==> config.mk <==
export PLATFORM = sky130hd
export DESIGN_NAME = hbs_serializer
export DESIGN_NICKNAME = d
export VERILOG_FILES = /design/src/rtl/hbs_pkg.sv /design/src/rtl/hbs_bit_timer.sv /design/src/rtl/hbs_edge_sync.sv /design/src/rtl/hbs_source_arb.sv /design/src/rtl/hbs_serializer.sv
export SDC_FILE = /design/constraint.sdc
export NUM_CORES = 1
export LEC_CHECK = 0
export CORE_MARGIN = 3
export CORE_UTILIZATION = 55
export DETAILED_ROUTE_END_ITERATION = 10
export MAX_ROUTING_LAYER = met4
export PLACE_DENSITY = 0.87
export REMOVE_ABC_BUFFERS = 1
export SLEW_MARGIN = 20
export SYNTH_ARGS = -nofsm -noshare
export SYNTH_HDL_FRONTEND = slang
export SYNTH_SLANG_ARGS = --single-unit
==> constraint.sdc <==
create_clock -name clk -period 4.8 [get_ports clk]
set_input_delay 0.72 -clock clk [delete_from_list [all_inputs] [get_ports clk]]
set_output_delay 0.72 -clock clk [all_outputs]
set_load 0.05 [all_outputs]
==> src/rtl/hbs_pkg.sv <==
package hbs_pkg;

   typedef enum logic [2:0] {
      ST_IDLE    = 3'd0,
      ST_A_START = 3'd1,
      ST_A_DATA  = 3'd2,
      ST_A_STOP  = 3'd3,
      ST_S_READY = 3'd4,
      ST_S_SHIFT = 3'd5
   } tx_state_t;

   function automatic logic is_async(input tx_state_t s);
      return (s == ST_A_START) || (s == ST_A_DATA) || (s == ST_A_STOP);
   endfunction

endpackage

==> src/rtl/hbs_bit_timer.sv <==
module hbs_bit_timer #(
   parameter int BIT_CYCLES = 1024
) (
   input  logic clk,
   input  logic rst_n,
   input  logic run,
   output logic tick
);
   localparam int CNT_W = (BIT_CYCLES > 2) ? $clog2(BIT_CYCLES) : 1;
   localparam logic [CNT_W-1:0] LAST = CNT_W'(BIT_CYCLES - 1);

   logic [CNT_W-1:0] cnt_q;

   assign tick = run && (cnt_q == LAST);

   always_ff @(posedge clk or negedge rst_n) begin
      if (!rst_n)
         cnt_q <= '0;
      else if (!run || tick)
         cnt_q <= '0;
      else
         cnt_q <= cnt_q + 1'b1;
   end
endmodule

==> src/rtl/hbs_edge_sync.sv <==
module hbs_edge_sync #(
   parameter int SYNC_STAGES = 2
) (
   input  logic clk,
   input  logic rst_n,
   input  logic raw_in,
   output logic fall,
   output logic rise
);
   logic [SYNC_STAGES-1:0] chain_q;
   logic                   prev_q;

   generate
      if (SYNC_STAGES == 1) begin : g_single
         always_ff @(posedge clk or negedge rst_n) begin
            if (!rst_n) chain_q <= '1;
            else        chain_q <= raw_in;
         end
      end else begin : g_multi
         always_ff @(posedge clk or negedge rst_n) begin
            if (!rst_n) chain_q <= '1;
            else        chain_q <= {chain_q[SYNC_STAGES-2:0], raw_in};
         end
      end
   endgenerate

   always_ff @(posedge clk or negedge rst_n) begin
      if (!rst_n) prev_q <= 1'b1;
      else        prev_q <= chain_q[SYNC_STAGES-1];
   end

   assign fall = prev_q && !chain_q[SYNC_STAGES-1];
   assign rise = !prev_q && chain_q[SYNC_STAGES-1];
endmodule

==> src/rtl/hbs_source_arb.sv <==
module hbs_source_arb #(
   parameter int                DATA_W    = 8,
   parameter logic [DATA_W-1:0] DIAG_PASS = 8'hAF,
   parameter logic [DATA_W-1:0] DIAG_FAIL = 8'hFF
) (
   input  logic              clk,
   input  logic              rst_n,
   input  logic              idle,
   input  logic              data_valid,
   input  logic [DATA_W-1:0] data_byte,
   input  logic              diag_req,
   input  logic              diag_fail,
   output logic              data_ready,
   output logic              take,
   output logic [DATA_W-1:0] take_byte
);
   logic pend_q;
   logic fail_q;

   assign data_ready = idle && !pend_q;
   assign take       = idle && (pend_q || data_valid);
   assign take_byte  = pend_q ? (fail_q ? DIAG_FAIL : DIAG_PASS) : ~data_byte;

   always_ff @(posedge clk or negedge rst_n) begin
      if (!rst_n) begin
         pend_q <= 1'b0;
         fail_q <= 1'b0;
      end else if (diag_req) begin
         pend_q <= 1'b1;
         fail_q <= diag_fail;
      end else if (take && pend_q) begin
         pend_q <= 1'b0;
      end
   end
endmodule

==> src/rtl/hbs_serializer.sv <==
module hbs_serializer
   import hbs_pkg::*;
#(
   parameter int                DATA_W      = 8,
   parameter int                BIT_CYCLES  = 1024,
   parameter int                SYNC_STAGES = 2,
   parameter logic [DATA_W-1:0] DIAG_PASS   = 8'hAF,
   parameter logic [DATA_W-1:0] DIAG_FAIL   = 8'hFF
) (
   input  logic              clk,
   input  logic              rst_n,
   input  logic              sync_mode,
   input  logic              data_valid,
   input  logic [DATA_W-1:0] data_byte,
   output logic              data_ready,
   input  logic              diag_req,
   input  logic              diag_fail,
   input  logic              host_clk,
   output logic              line_out
);
   localparam int IDX_W = $clog2(DATA_W);
   localparam logic [IDX_W-1:0] IDX_LAST = IDX_W'(DATA_W - 1);

   generate
      if (DATA_W < 2)      begin : g_bad_w   $error("DATA_W must be at least 2");      end
      if (BIT_CYCLES < 2)  begin : g_bad_bit $error("BIT_CYCLES must be at least 2");  end
      if (SYNC_STAGES < 1) begin : g_bad_syn $error("SYNC_STAGES must be at least 1"); end
   endgenerate

   tx_state_t         state_q;
   logic [DATA_W-1:0] shreg_q;
   logic [IDX_W-1:0]  idx_q;
   logic              line_q;
   logic              bit_tick;
   logic              hfall;
   logic              hrise;
   logic              take;
   logic [DATA_W-1:0] take_byte;

   hbs_bit_timer #(.BIT_CYCLES(BIT_CYCLES)) u_timer (
      .clk  (clk),
      .rst_n(rst_n),
      .run  (is_async(state_q)),
      .tick (bit_tick)
   );

   hbs_edge_sync #(.SYNC_STAGES(SYNC_STAGES)) u_hsync (
      .clk   (clk),
      .rst_n (rst_n),
      .raw_in(host_clk),
      .fall  (hfall),
      .rise  (hrise)
   );

   hbs_source_arb #(
      .DATA_W   (DATA_W),
      .DIAG_PASS(DIAG_PASS),
      .DIAG_FAIL(DIAG_FAIL)
   ) u_arb (
      .clk       (clk),
      .rst_n     (rst_n),
      .idle      (state_q == ST_IDLE),
      .data_valid(data_valid),
      .data_byte (data_byte),
      .diag_req  (diag_req),
      .diag_fail (diag_fail),
      .data_ready(data_ready),
      .take      (take),
      .take_byte (take_byte)
   );

   always_ff @(posedge clk or negedge rst_n) begin
      if (!rst_n) begin
         state_q <= ST_IDLE;
         shreg_q <= '0;
         idx_q   <= '0;
         line_q  <= 1'b0;
      end else begin
         unique case (state_q)
            ST_IDLE: begin
               line_q <= 1'b0;
               if (take) begin
                  shreg_q <= take_byte;
                  idx_q   <= '0;
                  line_q  <= 1'b1;
                  state_q <= sync_mode ? ST_S_READY : ST_A_START;
               end
            end
            ST_A_START: begin
               if (bit_tick) begin
                  line_q  <= shreg_q[0];
                  state_q <= ST_A_DATA;
               end
            end
            ST_A_DATA: begin
               if (bit_tick) begin
                  if (idx_q == IDX_LAST) begin
                     line_q  <= 1'b0;
                     state_q <= ST_A_STOP;
                  end else begin
                     idx_q   <= idx_q + 1'b1;
                     shreg_q <= shreg_q >> 1;
                     line_q  <= shreg_q[1];
                  end
               end
            end
            ST_A_STOP: begin
               line_q <= 1'b0;
               if (bit_tick) state_q <= ST_IDLE;
            end
            ST_S_READY: begin
               if (hfall) begin
                  line_q  <= shreg_q[0];
                  idx_q   <= '0;
                  state_q <= ST_S_SHIFT;
               end
            end
            ST_S_SHIFT: begin
               if (hfall && idx_q != IDX_LAST) begin
                  idx_q   <= idx_q + 1'b1;
                  shreg_q <= shreg_q >> 1;
                  line_q  <= shreg_q[1];
               end else if (hrise && idx_q == IDX_LAST) begin
                  line_q  <= 1'b0;
                  state_q <= ST_IDLE;
               end
            end
            default: begin
               line_q  <= 1'b0;
               state_q <= ST_IDLE;
            end
         endcase
      end
   end

   assign line_out = line_q;
endmodule

==> flow_summary.ini <==
[grt]
track_usage_pct = 19.6
grt_max_degree = 31
grt_pass1_vias = 1171
antenna_found_initial = 0
gr-total-overflow = 0
grt_first_pass_wirelength_mm = 4.97

[outcome]
status = finished, final reports clean

[timing]
post-route-period-util_pct = 62.7
period_needed_ns = 3.01
finClkSkew_ns = 0.00539
hold_violations = 0
finalSetupTns_ns = 0
slew_headroom_pct = 58.8
tightest_slew_ns = 0.618
finalMaxSlewViolations = 0
rsz0062_at_grt = false
setup_violations = 0
fmax_mhz = 332

[drt]
via_per_inst = 5.93
vias = 1163
firstDrtPassIters = 4
drc = 0
initialDrtViolationCount = 29
routed_wl_mm = 2.94
wire_per_inst_um = 15.0
final_antenna_net_count = 0

[setup_path]
cpPeakStageDelay_ns = 0.81
worstPathMaxFanout = 17
cp.buffers_inverters = 1
endpoint_kind = primary output
arrival_ns = 2.29
critPathLaunchType = flop
path_delay_family = buffers and inverters
critPathRequiredTime_ns = 4.08
worstPathCellList = or3_1 > nor2_1 > clkdlybuf4s50_1
slowest_stage = clkdlybuf4s50_1
worst-setup-path-type = flop to primary output
r2r_setup_slack_ns = 2.49

[power]
ir_drop_uv = 341
p_per_area_nw_per_um2 = 465
leakagePower_nw = 0.757

[cts]
postCtsSetupBuffers = 0
clock-root-buffer = clkbuf_4
ctsResizeCount = 0
cts.sinks = 30
insertion_delay_ns = 0.33
clock_path_buffers = 2
clkTransAtPathRegs_ns = 0.09
cts_tree = done
htree_num_levels = 2
cts_buffers = 5
cts_hold_buf = 0

[synth]
async_reset_ff_share_pct = 100
synth_edf_count = 0
ys.flop_type = dfrtp_1
syn_area_um2 = 1600
ys_seq_elements = 30
ys.warnings.count = 0
ys_seq_area_share_pct = 47.3
syn_avg_cell_area_um2 = 10.8
synth-xor-area-share_pct = 4.94
ys_types = 41
syn_inst = 148
synth_top_family_by_area = simple AND/OR/NAND/NOR gates
synth_mux_area_share_pct = 14.0
synth-compound-area-share_pct = 10.8
synthSimpleGateAreaFrac_pct = 17.1
synthAdderAreaFrac_pct = 2.35

[layout]
area_growth_syn_to_layout_pct = 14.7
fillers = 199
fin_nets = 183
drive_gt1_share_pct = 21.1
finalNonFillerCells = 196
diodes = 0

[flow_run]
maxCapViolCount = 0

[placement]
placedCellCount = 188
dp_hpwl_mm = 2.15
routabilityCongestion = 0.826
portBuffers = 16

[floorplanning]
io_pins = 17
fp.dieW_um = 59.9
coreArea_um2 = 2610
die_area_um2 = 3580
rows = 18
initial_utilization_pct = 61.1
die_h_um = 59.9

[worst_hold_path]
hold_path.class = flop to flop
[layout make-up]
class | count | area (um^2) | share of cell area (%)
tap | 30 | 37.5 | 2.05
sequential | 30 | 754 | 41.2
inverter | 6 | 22.5 | 1.23
multi-input combinational | 105 | 785 | 42.9
clock buffer | 6 | 51.3 | 2.80
timing repair buffer | 17 | 168 | 9.16
clock inverter | 2 | 12.5 | 0.684
[logic make-up after synthesis]
kind of cell,after synthesis
and+or+nand+nor,49
DFF,30
xor gates and xnor gates,9
AOI/OAI and AO/OA,24
muxes,20
buffers and inverters,13
adders and majority gates,3
[synth_stat cells (all sizes together) (2+ instances only)]
| master | number | share of area (%) |
|---|---|---|
| nor2b | 5 | 2.0 |
| o311ai | 2 | 1.1 |
| a21oi | 4 | 1.5 |
| dfrtp | 27 | 42 |
| a31oi | 2 | 0.78 |
| nor2 | 15 | 3.5 |
| xor2 | 6 | 3.3 |
| ha | 3 | 2.4 |
| buf | 4 | 1.4 |
| mux2i | 2 | 1.3 |
| nand3 | 4 | 1.3 |
| o21ai | 5 | 1.6 |
| nand2b | 7 | 2.7 |
| or3 | 3 | 1.2 |
| mux2 | 18 | 13 |
| inv | 6 | 1.4 |
| nand2 | 3 | 0.71 |
| clkbuf | 3 | 0.71 |
| and4 | 3 | 1.6 |
| nand4 | 4 | 2.0 |
| xnor2 | 3 | 1.6 |
| dfstp | 3 | 4.9 |
[worst reg2reg max path, stage by stage, from the launching register on]
cell and delay (ns):
dfrtp_1 0.41, ha_1 0.20, ha_1 0.24, nor2b_1 0.26, nand4_2 0.17, a222oi_1 0.53
mux2_2 0.40
[through the flow]
stage / hold WS [ns] / area [um^2] / power (mW) / utilization [%] / setup slack, ns
after global placement: 0.347 / 1770 / 0.681 / 67.6 / 2.19
after CTS: 0.368 / 1830 / 0.861 / 70.1 / 1.78
final: 0.364 / 1830 / 0.852 / 70.1 / 1.79
after floorplan: 0.345 / 1560 / 0.611 / - / 2.50
after global routing: 0.373 / 1830 / 0.911 / 70.1 / 1.66
after detailed placement: 0.350 / 1770 / 0.699 / 67.6 / 2.18
[registers in the layout, indices dropped and copies added (netlist names)]
register / flops
shreg_q: 8
u_arb.fail_q: 1
idx_q: 3
line_out: 1
u_timer.cnt_q: 10
state_q: 3
u_arb.pend_q: 1
u_hsync.prev_q: 1
u_hsync.chain_q: 2
[worst paths after layout]
check,start,to,cells past startpoint
max in group asynchronous,rst_n,u_hsync.chain_q[1],2
min in group asynchronous,rst_n,shreg_q[5],2
setup / recovery,state_q[0],data_ready,3
hold / removal,u_hsync.chain_q[0],u_hsync.chain_q[1],0
setup reg to reg,idx_q[0],idx_q[1],6
hold reg to reg,u_hsync.chain_q[0],u_hsync.chain_q[1],0
[layout by cell type, fill, tap and decap left out, types with 2 or more instances in the layout]
master           Yosys  routed
mux2i_1              2       2
inv_1                6       6
nor2b_1              5       5
a21oi_1              3       3
xnor2_1              3       3
o21ai_0              5       5
xor2_1               6       6
and4_1               3       3
clkbuf_4             0       5
dfrtp_1             27      27
nor2_1              15      15
nand4_1              3       3
or3_1                3       3
nand3_1              4       4
mux2_2              18      18
a31oi_1              2       2
o311ai_0             2       2
nand2b_1             7       7
dfstp_2              3       3
clkdlybuf4s50_1      0      16
ha_1                 3       3
nand2_1              3       3
[power by group]
part | switching [mW] | total [mW] | internal (mW)
registers | 0.0656 | 0.376 | 0.311
clock network | 0.0878 | 0.158 | 0.0703
logic | 0.148 | 0.317 | 0.169
total | 0.301 | 0.852 | 0.551
[layer usage]
metal | share of wire [%] | vias to the layer above | global-route usage (%) | wire length (um)
met5 | 0 | - | - | 0
met4 | 1.5 | 0 | 10.4 | 45
met3 | 4.0 | 5 | 4.75 | 119
met2 | 48 | 29 | 30.7 | 1420
met1 | 46 | 569 | 23.2 | 1360
li1 | - | 560 | - | -
Note: power is estimated with default switching activity, not from simulation.
